==> src/rtl/lnk_pwr_pkg.sv <==
package lnk_pwr_pkg;
  localparam int REG_W       = 16;
  localparam int NUM_SEC     = 4;   // reference, analog, DAC, ADC
  localparam int PD_BASE     = 8;   // powerdown bits [PD_BASE +: NUM_SEC]
  localparam int LINKOFF_BIT = 12;

  typedef enum logic [1:0] {
    ST_RUN   = 2'd0,
    ST_DRAIN = 2'd1,
    ST_OFF   = 2'd2,
    ST_WAKE  = 2'd3
  } lnk_state_e;
endpackage

==> src/rtl/lnk_bitclk_gen.sv <==
module lnk_bitclk_gen #(
  parameter int FRAME_BITS = 256
) (
  input  logic clk,
  input  logic rst_n,
  input  logic run_i,
  output logic bclk_o,
  output logic frame_end_o
);
  localparam int CW = (FRAME_BITS > 2) ? $clog2(FRAME_BITS) : 1;
  localparam logic [CW-1:0] LAST = CW'(FRAME_BITS - 1);

  logic          bclk_q;
  logic [CW-1:0] bit_q;

  always_ff @(posedge clk or negedge rst_n) begin
    if (!rst_n) begin
      bclk_q <= 1'b0;
      bit_q  <= '0;
    end else if (!run_i) begin
      bclk_q <= 1'b0;
      bit_q  <= '0;
    end else begin
      bclk_q <= ~bclk_q;
      if (bclk_q) bit_q <= (bit_q == LAST) ? '0 : bit_q + 1'b1;
    end
  end

  assign bclk_o      = bclk_q;
  assign frame_end_o = run_i & bclk_q & (bit_q == LAST);
endmodule

==> src/rtl/lnk_warm_detect.sv <==
module lnk_warm_detect #(
  parameter int WARM_MIN = 25
) (
  input  logic clk,
  input  logic rst_n,
  input  logic armed_i,
  input  logic sync_i,
  output logic warm_req_o
);
  localparam int CW = $clog2(WARM_MIN + 1);
  localparam logic [CW-1:0] LIM = CW'(WARM_MIN);

  logic          s1_q, s2_q, s3_q;
  logic [CW-1:0] hi_q;

  always_ff @(posedge clk or negedge rst_n) begin
    if (!rst_n) begin
      s1_q <= 1'b0;
      s2_q <= 1'b0;
      s3_q <= 1'b0;
    end else begin
      s1_q <= sync_i;
      s2_q <= s1_q;
      s3_q <= s2_q;
    end
  end

  always_ff @(posedge clk or negedge rst_n) begin
    if (!rst_n)                hi_q <= '0;
    else if (!armed_i || !s2_q) hi_q <= '0;
    else if (hi_q != LIM)      hi_q <= hi_q + 1'b1;
  end

  assign warm_req_o = armed_i & s3_q & ~s2_q & (hi_q == LIM);
endmodule

==> src/rtl/lnk_ready_track.sv <==
module lnk_ready_track #(
  parameter int SETTLE = 64
) (
  input  logic clk,
  input  logic rst_n,
  input  logic pd_i,
  output logic ready_o
);
  localparam int CW = $clog2(SETTLE + 1);
  localparam logic [CW-1:0] LIM = CW'(SETTLE);

  logic [CW-1:0] cnt_q;

  always_ff @(posedge clk or negedge rst_n) begin
    if (!rst_n)            cnt_q <= '0;
    else if (pd_i)         cnt_q <= '0;
    else if (cnt_q != LIM) cnt_q <= cnt_q + 1'b1;
  end

  assign ready_o = (cnt_q == LIM);
endmodule

==> src/rtl/lnk_pwr_seq.sv <==
module lnk_pwr_seq
  import lnk_pwr_pkg::*;
#(
  parameter int FRAME_BITS  = 256,
  parameter int WARM_MIN    = 25,
  parameter int RESTART_DLY = 4,
  parameter int SETTLE_CYC  = 64
) (
  input  logic             clk,
  input  logic             rst_n,
  input  logic             wr_en_i,
  input  logic [REG_W-1:0] wr_data_i,
  input  logic             sync_i,
  input  logic             sdin_d_i,
  output logic             bclk_o,
  output logic             sdin_o,
  output logic             link_off_o,
  output logic [REG_W-1:0] rd_data_o
);
  localparam int DW = $clog2(RESTART_DLY + 1);
  localparam logic [DW-1:0] DLY_LAST = DW'(RESTART_DLY - 1);

  lnk_state_e         state_q;
  logic [DW-1:0]      dly_q;
  logic [NUM_SEC-1:0] pd_q;
  logic [NUM_SEC-1:0] ready;
  logic               off_bit_q;
  logic               frame_end;
  logic               warm_req;
  logic               write_ok;
  logic               wake_done;
  logic               stopped;

  assign stopped   = (state_q == ST_OFF) || (state_q == ST_WAKE);
  assign write_ok  = wr_en_i && !stopped;
  assign wake_done = (state_q == ST_WAKE) && (dly_q == DLY_LAST);

  lnk_bitclk_gen #(.FRAME_BITS(FRAME_BITS)) u_clkgen (
    .clk        (clk),
    .rst_n      (rst_n),
    .run_i      (!stopped),
    .bclk_o     (bclk_o),
    .frame_end_o(frame_end)
  );

  lnk_warm_detect #(.WARM_MIN(WARM_MIN)) u_warm (
    .clk       (clk),
    .rst_n     (rst_n),
    .armed_i   (state_q == ST_OFF),
    .sync_i    (sync_i),
    .warm_req_o(warm_req)
  );

  for (genvar g = 0; g < NUM_SEC; g++) begin : g_sec
    lnk_ready_track #(.SETTLE(SETTLE_CYC * (g + 1))) u_rdy (
      .clk    (clk),
      .rst_n  (rst_n),
      .pd_i   (pd_q[g]),
      .ready_o(ready[g])
    );
  end

  // Sequencer
  always_ff @(posedge clk or negedge rst_n) begin
    if (!rst_n) begin
      state_q <= ST_RUN;
      dly_q   <= '0;
    end else begin
      case (state_q)
        ST_RUN:   if (write_ok && wr_data_i[LINKOFF_BIT]) state_q <= ST_DRAIN;
        ST_DRAIN: if (frame_end) state_q <= ST_OFF;
        ST_OFF: begin
          dly_q <= '0;
          if (warm_req) state_q <= ST_WAKE;
        end
        ST_WAKE: begin
          if (wake_done) state_q <= ST_RUN;
          else           dly_q   <= dly_q + 1'b1;
        end
        default: state_q <= ST_RUN;
      endcase
    end
  end

  // Register bits: link-stop is sticky until a restart
  always_ff @(posedge clk or negedge rst_n) begin
    if (!rst_n) begin
      pd_q      <= '0;
      off_bit_q <= 1'b0;
    end else begin
      if (write_ok) begin
        pd_q      <= wr_data_i[PD_BASE +: NUM_SEC];
        off_bit_q <= off_bit_q | wr_data_i[LINKOFF_BIT];
      end else if (wake_done) begin
        off_bit_q <= 1'b0;
      end
    end
  end

  always_comb begin
    rd_data_o                      = '0;
    rd_data_o[NUM_SEC-1:0]         = ready;
    rd_data_o[PD_BASE +: NUM_SEC]  = pd_q;
    rd_data_o[LINKOFF_BIT]         = off_bit_q;
  end

  assign link_off_o = stopped;
  assign sdin_o     = sdin_d_i & ~stopped;
endmodule

==> config.mk <==
export PLATFORM = sky130hd
export DESIGN_NAME = lnk_pwr_seq
export DESIGN_NICKNAME = d
export VERILOG_FILES = /design/src/rtl/lnk_pwr_pkg.sv /design/src/rtl/lnk_bitclk_gen.sv /design/src/rtl/lnk_warm_detect.sv /design/src/rtl/lnk_ready_track.sv /design/src/rtl/lnk_pwr_seq.sv
export SDC_FILE = /design/constraint.sdc
export NUM_CORES = 1
export LEC_CHECK = 0
export BUFFER_PORTS_ARGS = -buffer_cell sky130_fd_sc_hd__buf_2
export CORE_MARGIN = 2
export CORE_UTILIZATION = 57
export CTS_BUF_LIST = sky130_fd_sc_hd__clkbuf_4 sky130_fd_sc_hd__clkbuf_8 sky130_fd_sc_hd__clkbuf_16
export CTS_CLUSTER_SIZE = 30
export DETAILED_ROUTE_END_ITERATION = 10
export PLACE_DENSITY = 0.79
export SLEW_MARGIN = 10
export SYNTH_ARGS = -nofsm -noshare
export SYNTH_HDL_FRONTEND = slang
export SYNTH_SLANG_ARGS = --single-unit
==> constraint.sdc <==
create_clock -name clk -period 2.9 [get_ports clk]
set_clock_uncertainty 0.15 [all_clocks]
set_input_delay 0.58 -clock clk [delete_from_list [all_inputs] [get_ports clk]]
set_output_delay 0.58 -clock clk [all_outputs]
set_load 0.01 [all_outputs]
==> metrics.md <==
| Metric | Value |
|---|---|
| RSZ-0062 raised after global routing | false |
| WHS | 0.117 ns |
| CTS hold repair buffers | 0 |
| WL/cell | 12.9 um |
| Core region area | 5140 um^2 |
| Asr flop ratio synth | 100% |
| Pre-CTS setup slack | 0.724 ns |
| Post-Synth XOR/XNOR Area | 8.60% |
| Post-layout total power | 1.78 mW |
| Slew headroom | 56.2% |
| WS Path Type | register to output pin |
| Net count reported at finish | 354 |
| Yosys reg bits | 59 |
| Post-Synth Adder-Cell Area | 7.37% |
| R2r setup slk | 0.73 ns |
| Gpl congestion | 0.840 |
| Horiz. Die Dim | 77.2 um |
| Avg Synthesized Cell Area | 10.4 um^2 |
| Max clock buf depth | 2 |
| GRT overflow | 0 |
| Most frequent cells in the layout | dfrtp_1, nor2_1, buf_2 |
| PwrDens | 533 nW/um^2 |
| Synthesis-to-finish area growth | 9.59% |
| Hold Path Class | input port to async pin |
| Post-synthesis mux area share | 4.34% |
| Reg2reg path depth | 7 |
| Number of vias in the routed layout | 2,045 |
| Worst-margin pin slew | 0.657 ns |
| CTS root buffer | clkbuf_8 |
| Total iterations of the first detailed-routing run | 4 |
| Post-Synth Simple-Gate Area | 18.1% |
| Post-route ant nets | 0 |
| CTS tree | done |
| Seq/Total Area, Yosys | 48.3% |
| Tot GR Track Use | 18.4% |
| Setup slack after layout | 0.521 ns |
| Reg area | 1480 um^2 |
| Remaining DRCs | 0 |
| # IOs | 40 |
| Post-DP HPWL | 3.40 mm |
| Maximum vdd ir drop | 413 uV |
| Fmax | 420 MHz |
| WL final | 5.01 mm |
| Post-layout util | 65.1% |
| Layout cells sized above 1 | 16.6% |
| Commonest non-fill, non-tap cell in the layout | dfrtp_1 |
| Die ar. | 5960 um^2 |
| Routed vias/inst | 5.24 |
| Largest net degree at the start of global routing | 30 |
| Tcrit/Tclk final | 82.0% |
| Gate Count Post-Synth | 295 |
| Initial antenna violation count | 0 |
| Synth Area in Compound Gates | 6.19% |
| Port Buffers | 21 |
| Data required time of the worst path | 2.17 ns |
| Hold Fails Final Rpt | 0 |
| Diode count | 0 |
| Endpoint class of the critical path | output pin |
| CTS sink cnt | 59 |
| Post-CTS sizing | 0 |
| CTS buffer count | 9 |
| Syn Std Cell Area | 3050 um^2 |
| Synth cell types | 44 |
| Clock slew seen by the registers of the worst setup and hold paths | 0.07 ns |
| Fillers | 437 |
| CP Launch Type | register |
| First-iteration detailed-routing DRC count | 105 |
| Worst-path maximum fanout | 9 |
| Status | finished clean |
| EDFF count, synth | 0 |
| Worst EP arrival | 1.65 ns |
| Multi-input gate area | 1390 um^2 |
| Main combinational cell family by area after synthesis | simple AND/OR/NAND/NOR gates |
| Number of setup violations in the final report | 0 |
| Die Y | 77.2 um |
| Top_reg_cell synth | dfrtp_1 |
| # rows | 26 |
| Final count of pins violating max slew | 0 |
| Ys Warns | 0 |
| Max cap viols | 0 |
| Vias in the first global route | 1,927 |
| H-tree levels | 3 |
| Post-layout min period | 2.38 ns |
| Clk_lat worst skew | 0.34 ns |
| Setup Fix Bufs, Post-CTS | 0 |
| Initial Utilization | 59.4% |
| First-pass GRT wire length | 8.66 mm |
| Lkg Pwr | 1.67 nW |
| Setup TNS | 0 ns |
## critical path, stage by stage, from the launching register on
cell and delay, ns:
dfrtp_1 0.37, inv_1 0.10, ha_1 0.28, nor2_4 0.26
and2_2 0.18, buf_2 0.12
## final cells by class
| class | instances | share of cell area, % |
|---|---|---|
| clock buffer | 11 | 4.34 |
| clock inverter | 5 | 1.57 |
| inverter | 20 | 2.32 |
| multi-input combinational | 202 | 41.5 |
| sequential | 59 | 44.1 |
| tap | 70 | 2.62 |
| timing repair buffer | 23 | 3.59 |
## stage by stage
stage | instance area [um^2] | cells
finish | 3350 | 390
global route | 3350 | 390
CTS | 3350 | 390
detailed placement | 3150 | 374
global placement | 3150 | 374
floorplan | 3080 | 301
## power by group
| part | switching [mW] | internal [mW] |
|---|---|---|
| clock | 0.322 | 0.425 |
| sequential | 0.0504 | 0.858 |
| combinational | 0.0689 | 0.0609 |
| total | 0.441 | 1.34 |
## flip-flops by register name, summed over array words and instances, names as in the netlist
| signal | count |
|---|---|
| u_warm.s2_q | 1 |
| u_clkgen.bclk_o | 1 |
| pd_q | 4 |
| u_warm.hi_q | 5 |
| g_sec.u_rdy.cnt_q | 32 |
| u_clkgen.bit_q | 8 |
| dly_q | 3 |
| off_bit_q | 1 |
| state_q | 2 |
| u_warm.s3_q | 1 |
| u_warm.s1_q | 1 |
## per-layer routing
metal	routed length (um)	vias up	track usage [%]	share of wire, %
met5	0	-	0	0
met4	70	0	10.0	1.4
met2	2340	36	28.1	47
met3	171	7	3.65	3.4
met1	2430	987	24.9	49
li1	-	1015	-	-
## Yosys cell counts (all sizes together), types with 2 or more instances
master / n / area (um^2)
dfrtp: 59 / 1480
nor2: 40 / 158
nand3: 21 / 110
inv: 20 / 77.6
xor2: 20 / 175
buf: 19 / 131
ha: 18 / 225
nand2: 13 / 48.8
xnor2: 10 / 87.6
a21oi: 9 / 45.0
mux2: 7 / 82.6
and3: 6 / 37.5
nand2b: 6 / 37.5
mux2i: 5 / 50.1
nand4: 5 / 31.3
nand3b: 4 / 30.0
o21ai: 4 / 20.0
a22o: 2 / 20.0
a31oi: 2 / 12.5
nor3: 2 / 10.0
nor4: 2 / 12.5
nor4b: 2 / 17.5
o22ai: 2 / 12.5
or3: 2 / 12.5
## final timing paths
| kind | start | to |
|---|---|---|
| min | rst_n | g_sec[0].u_rdy.cnt_q[5] |
| max in group asynchronous | rst_n | g_sec[1].u_rdy.cnt_q[3] |
| max | state_q[0] | sdin_o |
| min reg2reg | u_warm.s1_q | u_warm.s2_q |
| min in group clk | sync_i | u_warm.s1_q |
| max reg2reg | state_q[0] | state_q[1] |
## cell families after synthesis
| family | count (synthesis) |
|---|---|
| mux | 12 |
| fa+ha+maj | 18 |
| simple gates | 109 |
| compound gates | 26 |
| buf+inv | 40 |
| flops | 59 |
| xor+xnor | 30 |
| other cells | 1 |
Note: power is estimated with default switching activity, not from simulation.
